==> config.mk <==
export PLATFORM = sky130hd
export DESIGN_NAME = vc_mul8x8
export DESIGN_NICKNAME = d
export VERILOG_FILES = /design/src/rtl/vc_mul_pkg.sv /design/src/rtl/vc_fa.sv /design/src/rtl/vc_rca.sv /design/src/rtl/vc_cell2.sv /design/src/rtl/vc_combine.sv /design/src/rtl/vc_mul4.sv /design/src/rtl/vc_mul8x8.sv
export SDC_FILE = /design/constraint.sdc
export NUM_CORES = 1
export LEC_CHECK = 0
export BUFFER_PORTS_ARGS = -buffer_cell sky130_fd_sc_hd__buf_4
export CAP_MARGIN = 0
export CORE_MARGIN = 2
export CORE_UTILIZATION = 57
export DETAILED_ROUTE_END_ITERATION = 16
export PLACE_DENSITY = 0.82
export SYNTH_ARGS = -nofsm -noshare
export SYNTH_HDL_FRONTEND = slang
export SYNTH_HIERARCHICAL = 1
export SYNTH_SLANG_ARGS = --single-unit
==> constraint.sdc <==
create_clock -name vclk -period 16.8
set_input_delay 1.68 -clock vclk [all_inputs]
set_output_delay 1.68 -clock vclk [all_outputs]
set_load 0.01 [all_outputs]
==> src/rtl/vc_mul_pkg.sv <==
package vc_mul_pkg;
  localparam int unsigned LEAF_W = 2;
  localparam int unsigned MID_W  = 4;
  localparam int unsigned TOP_W  = 8;
  typedef logic [2*TOP_W-1:0] prod_t;
endpackage

==> src/rtl/vc_fa.sv <==
module vc_fa (
  input  logic x_i,
  input  logic y_i,
  input  logic c_i,
  output logic s_o,
  output logic c_o
);
  assign s_o = x_i ^ y_i ^ c_i;
  assign c_o = (x_i & y_i) | (c_i & (x_i ^ y_i));
endmodule

==> src/rtl/vc_rca.sv <==
// Ripple adder without carry out; widen operands by one bit to keep it.
module vc_rca #(
  parameter int unsigned W = 4
) (
  input  logic [W-1:0] x_i,
  input  logic [W-1:0] y_i,
  input  logic         c_i,
  output logic [W-1:0] s_o
);
  logic [W-1:0] cy;
  assign cy[0] = c_i;
  for (genvar i = 0; i < W; i++) begin : g_bit
    if (i < W - 1) begin : g_fa
      vc_fa u_fa (.x_i(x_i[i]), .y_i(y_i[i]), .c_i(cy[i]), .s_o(s_o[i]), .c_o(cy[i+1]));
    end else begin : g_last
      assign s_o[i] = x_i[i] ^ y_i[i] ^ cy[i];
    end
  end
endmodule

==> src/rtl/vc_cell2.sv <==
module vc_cell2 (
  input  logic [1:0] x_i,
  input  logic [1:0] y_i,
  output logic [3:0] q_o
);
  logic p00, p01, p10, p11, c1;
  assign p00 = x_i[0] & y_i[0];
  assign p10 = x_i[1] & y_i[0];
  assign p01 = x_i[0] & y_i[1];
  assign p11 = x_i[1] & y_i[1];
  assign c1  = p10 & p01;
  assign q_o = {p11 & c1, p11 ^ c1, p10 ^ p01, p00};
endmodule

==> src/rtl/vc_combine.sv <==
// Merges four HxH sub-products into one 2H x 2H product.
module vc_combine #(
  parameter int unsigned H = 2
) (
  input  logic [2*H-1:0] hh_i,
  input  logic [2*H-1:0] hl_i,
  input  logic [2*H-1:0] lh_i,
  input  logic [2*H-1:0] ll_i,
  output logic [4*H-1:0] p_o
);
  localparam int unsigned MW = 2*H + 1;
  localparam int unsigned UW = 3*H;

  logic [MW-1:0] mid;
  logic [UW-1:0] upper;

  vc_rca #(.W(MW)) u_mid (
    .x_i({1'b0, hl_i}), .y_i({1'b0, lh_i}), .c_i(1'b0), .s_o(mid)
  );

  vc_rca #(.W(UW)) u_up (
    .x_i({hh_i, ll_i[2*H-1:H]}),
    .y_i({{(H-1){1'b0}}, mid}),
    .c_i(1'b0),
    .s_o(upper)
  );

  assign p_o = {upper, ll_i[H-1:0]};
endmodule

==> src/rtl/vc_mul4.sv <==
module vc_mul4 (
  input  logic [3:0] x_i,
  input  logic [3:0] y_i,
  output logic [7:0] p_o
);
  localparam int unsigned H = vc_mul_pkg::LEAF_W;
  logic [2*H-1:0] sub [4];

  // index = {x half, y half}: 3 hh, 2 hl, 1 lh, 0 ll
  for (genvar k = 0; k < 4; k++) begin : g_cell
    vc_cell2 u_cell (
      .x_i(x_i[(k/2)*H +: H]),
      .y_i(y_i[(k%2)*H +: H]),
      .q_o(sub[k])
    );
  end

  vc_combine #(.H(H)) u_comb (
    .hh_i(sub[3]), .hl_i(sub[2]), .lh_i(sub[1]), .ll_i(sub[0]), .p_o(p_o)
  );
endmodule

==> src/rtl/vc_mul8x8.sv <==
module vc_mul8x8 (
  input  logic [7:0]  a_i,
  input  logic [7:0]  b_i,
  output logic [15:0] prod_o
);
  localparam int unsigned H = vc_mul_pkg::MID_W;
  logic [2*H-1:0] sub [4];

  for (genvar k = 0; k < 4; k++) begin : g_quad
    vc_mul4 u_quad (
      .x_i(a_i[(k/2)*H +: H]),
      .y_i(b_i[(k%2)*H +: H]),
      .p_o(sub[k])
    );
  end

  vc_combine #(.H(H)) u_comb (
    .hh_i(sub[3]), .hl_i(sub[2]), .lh_i(sub[1]), .ll_i(sub[0]), .p_o(prod_o)
  );
endmodule

# Yosys cells after proc, flatten, opt, wreduce, memory -nomap -nowiden
# Index checks and enable logic that the tools add are counted.
# op_classes
bitwise	372
# ops
cell	n
$and 1x1->1	194
$xor 1x1->1	135
$or 1x1->1	43
# totals
register_bits	0
input_bits	16
out_inout_bits	16

# Logic depth before layout (Yosys ltp)
# Gate-level depths: netlist of run 1.
# depth
ltp_word	30
depth_mapped	18

# Modules after synthesis
# Netlist of run 1, hierarchy kept.
# modules_own_cells
mod	instances	cells_each	area_per_inst_um2
vc_fa	55	1	20.0
vc_cell2	16	7	57.6
vc_rca	10	1	23.8
vc_combine (g_quad[0].u_quad.u_comb ...)	4	3	18.8
vc_combine (u_comb)	1	5	33.8

# Worst setup path before layout of run 1
# Ideal clock, no wire load.
# synth_path
kind	input to output
start	input port b_i[0]
end	output port prod_o[15]
arrival_time_ns	8.169
t_required_ns	15.120
path_slack_ns	6.951
path_stages	18
n_path_buf	1
path_cell_list	and2_1 > buf_4 > fa_1 > fa_1 > fa_1 > fa_1 > fa_1 > fa_1 > fa_1 > fa_1 > fa_1 > fa_1 > fa_1 > fa_1 > fa_1 > fa_1 > fa_1 > xor3_1
# synth_lines
element	line_no	rtl
start, declared	vc_mul8x8.sv:3	input logic [7:0] b_i,
end, declared	vc_mul8x8.sv:4	output logic [15:0] prod_o

==> results.tsv, run 1 <==
metric	value	unit
status	finished clean	
whs_path_depth	3	
cellPowerDensity	122	nW/µm²
nFillCells	333	
worstSetupEndpointType	output port	
grt_pass1_wl	6860	µm
cpMaxStageDelayCell	fa_1	
power_leakage	1.32	nW
min_period	10.19	ns
track_usage	0.199	
grt_max_degree	9	
maxCapViolCount	0	
wl_per_cell	14.6	µm
worst_setup_path_start_kind	input port	
grt_setup_unrepaired	false	
slowest_delay	0.53	ns
slew_viol_final	0	
cp_top_family	adder cells	
syn_inst	194	
synth-seq-area-share	0	
dieArea	4690	µm²
worstSetupPathDepth	19	
insertedDiodeCount	0	
die_w	68.5	µm
worst_ep_arrival_time	8.51	ns
cts_resized	0	
coreArea	4000	µm²
post-route-drc-count	0	
ys_warn_count	6	
grt-ovfl-total	0	
port_buffers	32	
finalHoldViolCount	0	
layout_common_cells	and2_1, fa_1, ha_1, buf_4, conb_1	
path_max_fanout	8	
max_freq	0.0981	GHz
detail-route-antenna-nets	0	
stdcell_count	270	
final_common_cell	and2_1	
synth_top_area_cell	fa_1	
synth_top_area_share	0.465	
drive_above_1_share	0.145	
rows	23	
period_share	0.607	
ioPinCount	32	
flops_and_latches	0	
seqCellArea	0	µm²
finalSetupViolations	0	
avgViaCountPerCell	4.87	
synth_area_leaders	fa_1, and2_1, ha_1, xor3_1, buf_4	
multi_input_area	2240	µm²
dp_cells	270	
postCtsSetupBuffers	0	
place_congestion	0.819	
hp-class	input port to output port	
crit_type	input port to output port	
vias	1316	
dp_hpwl	3620	µm
grt_pass1_vias	1468	
finalSetupTns	0	ns
routed_wl	3940	µm
antenna_found_initial	0	
path_buf_inv	2	
vdd_drop_max	129	µV
cpMostUsedCell	fa_1	
nClkBuffers	0	
start_util	0.592	
fin_nets	325	
cp_cell_sequence	buf_4 -> and2_1 -> fa_1 -> fa_1 -> fa_1 -> fa_1 -> fa_1 -> fa_1 -> fa_1 -> fa_1 -> fa_1 -> fa_1 -> fa_1 -> fa_1 -> fa_1 -> fa_1 -> fa_1 -> xor3_1 -> buf_4	
crit_required	15.12	ns
synthDistinctLibCells	6	
area_growth	7.40	%
dr.pass1.iters	4	
syn_avg_cell_area	12.2	µm²
drt_iter0_drc	28	
synthesis.area	2370	µm²
hold_buffers	0	
die_h	68.5	µm
## metal layers
metal | track usage | vias up | routed length [µm]
li1 | - | 620 | -
met1 | 0.265 | 681 | 1600
met2 | 0.380 | 13 | 2260
met3 | 0.00658 | 2 | 67
met4 | 0.00500 | 0 | 7
met5 | 0 | - | 0
## Yosys cell counts
cell type / number
xor3_1: 10
buf_4: 28
fa_1: 55
conb_1: 5
and2_1: 64
ha_1: 32
## power by group
| part | internal, W | total, W | switching [W] |
|---|---|---|---|
| Clock | 0 | 0 | 0 |
| Sequential | 0 | 0 | 0 |
| Combinational | 0.000166 | 0.000310 | 0.000144 |
## worst paths after layout
path                          to   start  slack, ns
worst max-delay path  prod_o[15]  b_i[0]       6.61
worst min-delay path   prod_o[0]  a_i[0]       3.73
## cell type report
cell class,instances,share of cell area
multi-input cells,188,0.881
repair buffers,32,0.0944
well taps,50,0.0246
## cell families (layout without fill, tap and decap cells)
family / count (synthesis) / count (layout) / share of synthesized area
adders and majority gates: 87 / 87 / 0.634
and+or+nand+nor: 64 / 64 / 0.169
buffers and inverters: 28 / 32 / 0.0887
xor gates and xnor gates: 10 / 10 / 0.100
other: 5 / 27 / 0.00792
## metrics by stage
| step | cell area (µm²) | total power, W | worst slack [ns] | hold WS (ns) | utilization |
|---|---|---|---|---|---|
| global placement | 2540 | 0.000307 | 6.69 | 3.74 | 0.636 |
| finish | 2540 | 0.000310 | 6.61 | 3.73 | 0.636 |
| CTS | 2540 | 0.000318 | 6.57 | 3.73 | 0.636 |
| detailed placement | 2540 | 0.000317 | 6.57 | 3.72 | 0.636 |
| global route | 2540 | 0.000348 | 6.37 | 3.77 | 0.636 |
| floorplan | 2450 | 0.000205 | 6.95 | 3.73 | - |
Note: power is estimated with default switching activity, not from simulation.
==> inputs of run 2 (changes only) <==
--- a/config.mk
+++ b/config.mk
@@ -8,9 +8,9 @@
 export BUFFER_PORTS_ARGS = -buffer_cell sky130_fd_sc_hd__buf_4
 export CAP_MARGIN = 0
 export CORE_MARGIN = 2
-export CORE_UTILIZATION = 57
+export CORE_UTILIZATION = 56
 export DETAILED_ROUTE_END_ITERATION = 16
-export PLACE_DENSITY = 0.82
+export PLACE_DENSITY = 0.84
 export SYNTH_ARGS = -nofsm -noshare
 export SYNTH_HDL_FRONTEND = slang
 export SYNTH_HIERARCHICAL = 1
==> constraint.sdc (replaced) <==
create_clock -name vclk -period 8.35
set_input_delay 0.835 -clock vclk [all_inputs]
set_output_delay 0.835 -clock vclk [all_outputs]
set_load 0.01 [all_outputs]
==> results.tsv, run 2 (synthesis gave the netlist of run 1 again) <==
metric	value	unit	change
status	finished clean		
dr.pass1.iters	4		unchanged
wl_per_cell	13.5	µm	-7.5%
period_share	0.981		
fin_nets	333		+2.5%
crit_type	input port to output port		
p_int	0.000347	W	+110%
grt_max_degree	9		unchanged
power_switching	0.000290	W	+100%
finalSetupViolations	0		unchanged
multi_input_area	2270	µm²	+1.1%
p_sw_frac	0.456		-0.00789
cp_top_family	adder cells		
layout_common_cells	and2_1, fa_1, buf_4		
grt_pass1_wl	6840	µm	-0.31%
seqPwrFrac	0		unchanged
cellPowerDensity	242	nW/µm²	+99%
dpl_worst_slack	-0.160	ns	-6.73 ns
drive_above_1_share	0.219		+0.0738
place_congestion	0.816		-0.40%
maxCapViolCount	0		unchanged
cpMaxStageDelayCell	fa_2		
die_w	69.0	µm	+0.84%
worst_hold_slack	2.02	ns	-1.71 ns
nClkBuffers	0		unchanged
post-route-drc-count	0		unchanged
cp_cell_sequence	buf_4 -> and2_1 -> fa_1 -> fa_2 -> fa_2 -> fa_2 -> fa_1 -> fa_1 -> fa_1 -> fa_1 -> fa_2 -> fa_2 -> fa_2 -> fa_2 -> fa_1 -> fa_2 -> fa_1 -> xor3_1 -> buf_4		
cpMostUsedCell	fa_2		
path_max_fanout	5		-3
crit_required	7.52	ns	-7.60 ns
area_growth	11.0	%	
routed_wl	3750	µm	-4.7%
track_usage	0.174		-0.0253
hp-class	input port to output port		
flops_and_latches	0		unchanged
vias	1327		+0.84%
path_buf_inv	2		unchanged
slowest_delay	0.55	ns	+0.02 ns
finalHoldViolCount	0		unchanged
worstSetupEndpointType	output port		
port_buffers	32		unchanged
clockPowerShare	0		unchanged
grt_setup_unrepaired	false		
slew_viol_final	0		unchanged
drt_iter0_drc	54		+93%
die_h	69.0	µm	+0.84%
final_area	2630	µm²	+3.3%
worst_setup_path_start_kind	input port		
insertedDiodeCount	0		unchanged
place_area	2600	µm²	+2.4%
p_comb_frac	1.000		about the same
ioPinCount	32		unchanged
max_freq	0.122	GHz	
wl_met2	2030	µm	-10%
dp_hpwl	3620	µm	about the same
coreArea	4030	µm²	+0.72%
vdd_drop_max	268	µV	+110%
rows	23		unchanged
m1WireLength	1630	µm	+1.4%
dieArea	4770	µm²	+1.7%
power_leakage	1.35	nW	+2.0%
nFillCells	323		-3.0%
met3_length	85	µm	+27%
top_layer_used	met4		
worst_slack	0.157	ns	-6.45 ns
antenna_found_initial	0		unchanged
grt-ovfl-total	0		unchanged
start_util	0.588		-0.00423
final_common_cell	and2_1		
detail-route-antenna-nets	0		unchanged
grt_pass1_vias	1516		+3.3%
worst_ep_arrival_time	7.36	ns	-1.15 ns
avgViaCountPerCell	4.77		-2.1%
seqCellArea	0	µm²	unchanged
min_period	8.19	ns	
[run 2: per-stage QoR]
stage | utilization | power [W] | std cells | TNS (ns)
after global routing | 0.652 | 0.000712 | 278 | 0
final | 0.652 | 0.000637 | 278 | 0
after detailed placement | 0.646 | 0.000640 | 278 | -0.199
after floorplan | - | 0.000412 | 216 | 0
after CTS | 0.649 | 0.000652 | 278 | 0
after global placement | 0.646 | 0.000617 | 278 | -0.0364
[run 2: power by group through the flow]
stage | combinational [W] | clock, W | sequential, W
CTS | 0.000652 | 0 | 0
global placement | 0.000617 | 0 | 0
floorplan | 0.000412 | 0 | 0
global route | 0.000712 | 0 | 0
finish | 0.000637 | 0 | 0
detailed placement | 0.000640 | 0 | 0
[run 2: worst min-delay path, cell delays in order]
cell and delay [ns]:
buf_4 0.10, and2_1 0.13, buf_4 0.12
[run 2: area by class of cell]
cell class | count | share of cell area
multi-input cells | 188 | 0.862
repair buffers | 40 | 0.114
well taps | 50 | 0.0238
[run 2: per-layer routing]
| metal | track usage | vias up |
|---|---|---|
| met5 | 0 | - |
| met4 | 0.0109 | 0 |
| met3 | 0.00585 | 2 |
| met2 | 0.316 | 16 |
| met1 | 0.244 | 677 |
| li1 | - | 632 |
[run 2: final timing paths]
check | depth (start not counted) | from | slack (ns) | endpoint
setup / recovery | 19 | b_i[0] | 0.16 | prod_o[15]
hold / removal | 3 | a_i[0] | 2.02 | prod_o[0]
[run 2: timing repair]
| action | 4_1_cts | 5_1_grt |
|---|---|---|
| gates resized for setup | 4 | 6 |
| endpoints found under the setup margin | 2 | 1 |
| pin swaps | 0 | 2 |
| hold buffers | 0 | 0 |
| setup buffers | 0 | 0 |
==> inputs of run 3 (changes only) <==
--- a/config.mk
+++ b/config.mk
@@ -6,8 +6,7 @@
 export NUM_CORES = 1
 export LEC_CHECK = 0
 export BUFFER_PORTS_ARGS = -buffer_cell sky130_fd_sc_hd__buf_4
-export CAP_MARGIN = 0
-export CORE_MARGIN = 2
+export CORE_MARGIN = 5
 export CORE_UTILIZATION = 56
 export DETAILED_ROUTE_END_ITERATION = 16
 export PLACE_DENSITY = 0.84
==> results.tsv, run 3 (synthesis gave the netlist of run 1 again) <==
metric	value	unit	change
finalSetupTns	0	ns	unchanged
cp_cell_sequence	buf_4 -> and2_1 -> fa_1 -> fa_1 -> fa_2 -> fa_1 -> fa_2 -> fa_1 -> fa_2 -> fa_1 -> fa_2 -> fa_2 -> fa_1 -> fa_2 -> fa_2 -> fa_2 -> fa_1 -> xor3_1 -> buf_4		
hp-class	input port to output port		
cpMostUsedCell	fa_2		
rows	23		unchanged
place_area	2600	µm²	unchanged
drive_above_1_share	0.232		+0.0132
crit_type	input port to output port		
wl_per_cell	15.2	µm	+13%
seqCellArea	0	µm²	unchanged
antenna_found_initial	0		unchanged
whs_path_depth	3		unchanged
routed_wl	4230	µm	+13%
final_area	2640	µm²	+0.29%
die_h	75.0	µm	+8.7%
start_util	0.584		-0.00417
dp_hpwl	3940	µm	+8.7%
utilization	0.650		-0.00278
grt_pass1_wl	7210	µm	+5.5%
finalSetupViolations	0		unchanged
slew_viol_final	0		unchanged
power.total	0.000642	W	+0.79%
flops_and_latches	0		unchanged
max_freq	0.123	GHz	+0.91%
final_common_cell	and2_1		
worst_hold_slack	2.07	ns	+0.0531 ns
crit_required	7.52	ns	about the same
fin_nets	333		unchanged
power_leakage	1.35	nW	-0.19%
cellPowerDensity	244	nW/µm²	+0.50%
grt_setup_unrepaired	false		
layout_common_cells	and2_1, fa_1, buf_4		
hp-start	b_i[0]		
path_max_fanout	5		unchanged
drt_iter0_drc	27		-50%
avgViaCountPerCell	5.04		+5.5%
multi_input_area	2270	µm²	+0.33%
area_growth	11.3	%	
maxCapViolCount	0		unchanged
die_w	75.0	µm	+8.7%
dieArea	5630	µm²	+18%
track_usage	0.169		-0.00494
grt_pass1_vias	1632		+7.7%
coreArea	4060	µm²	+0.71%
postCtsSetupBuffers	0		unchanged
path_buf_inv	2		unchanged
place_congestion	0.781		-4.3%
status	finished clean		
finalHoldViolCount	0		unchanged
post-route-drc-count	0		unchanged
min_period	8.12	ns	-0.0738 ns
ioPinCount	32		unchanged
vias	1400		+5.5%
port_buffers	32		unchanged
worst_ep_arrival_time	7.28	ns	-0.08 ns
hold_buffers	0		unchanged
worst_setup_path_start_kind	input port		
cp_top_family	adder cells		
slowest_delay	0.50	ns	-0.05 ns
grt_max_degree	9		unchanged
cpMaxStageDelayCell	fa_1		
period_share	0.972		-0.00884
insertedDiodeCount	0		unchanged
vdd_drop_max	396	µV	+48%
worstSetupEndpointType	output port		
grt-ovfl-total	0		unchanged
nFillCells	307		-5.0%
holdPathEnd	prod_o[0]		
dr.pass1.iters	4		unchanged
nClkBuffers	0		unchanged
detail-route-antenna-nets	0		unchanged
==> run 3: cell types whose count changed in the layout (fill, tap and decap cells not counted) <==
cell	change
fa_1	-3
fa_2	+3
==> run 3: layer usage <==
metal | vias to the layer above | track usage | part of all wire
met1 | 724 | 0.211 | 0.36
met3 | 12 | 0.00935 | 0.035
met4 | 0 | 0.0455 | 0.028
met2 | 32 | 0.316 | 0.57
met5 | - | 0 | 0
li1 | 632 | - | -
==> run 3: through the flow <==
| step | cells | worst slack [ns] |
|---|---|---|
| 2_1_floorplan | 216 | 0.191 |
| 3_3_place_gp | 278 | -0.0249 |
| 3_5_place_dp | 278 | -0.151 |
| 4_1_cts | 278 | 0.0265 |
| 5_1_grt | 278 | 0.0364 |
| 6_report | 278 | 0.231 |
==> run 3: worst max-delay path by stage <==
stage | startpoint | cells past startpoint | slack (ns) | end
final | b_i[0] | 19 | 0.23 | prod_o[15]
after floorplan | b_i[0] | 18 | 0.19 | prod_o[15]
after global placement | b_i[0] | 19 | -0.02 | prod_o[15]
after global routing | b_i[0] | 19 | 0.04 | prod_o[15]
after CTS | b_i[0] | 19 | 0.03 | prod_o[15]
after detailed placement | b_i[0] | 19 | -0.15 | prod_o[15]
==> run 3: timing repair <==
item,4_1_cts,5_1_grt
resized for setup,7,6
gates cloned,0,0
pin swaps,1,2
setup endpoints to repair,2,2
==> run 3: final cells by class <==
class | count | share of cell area
timing repair buffer | 40 | 0.114
multi-input combinational | 188 | 0.862
tap | 50 | 0.0237
==> run 3: tightest hold or removal path, stage by stage <==
cell    delay [ns]
buf_4         0.10
and2_1        0.17
buf_4         0.14
==> run 3: report_power, final <==
group	total, W	switching, W	leakage, nW	internal (W)
Combinational	0.000642	0.000294	1.35	0.000348
Sequential	0	0	0	0
Clock	0	0	0	0
Total	0.000642	0.000294	1.35	0.000348
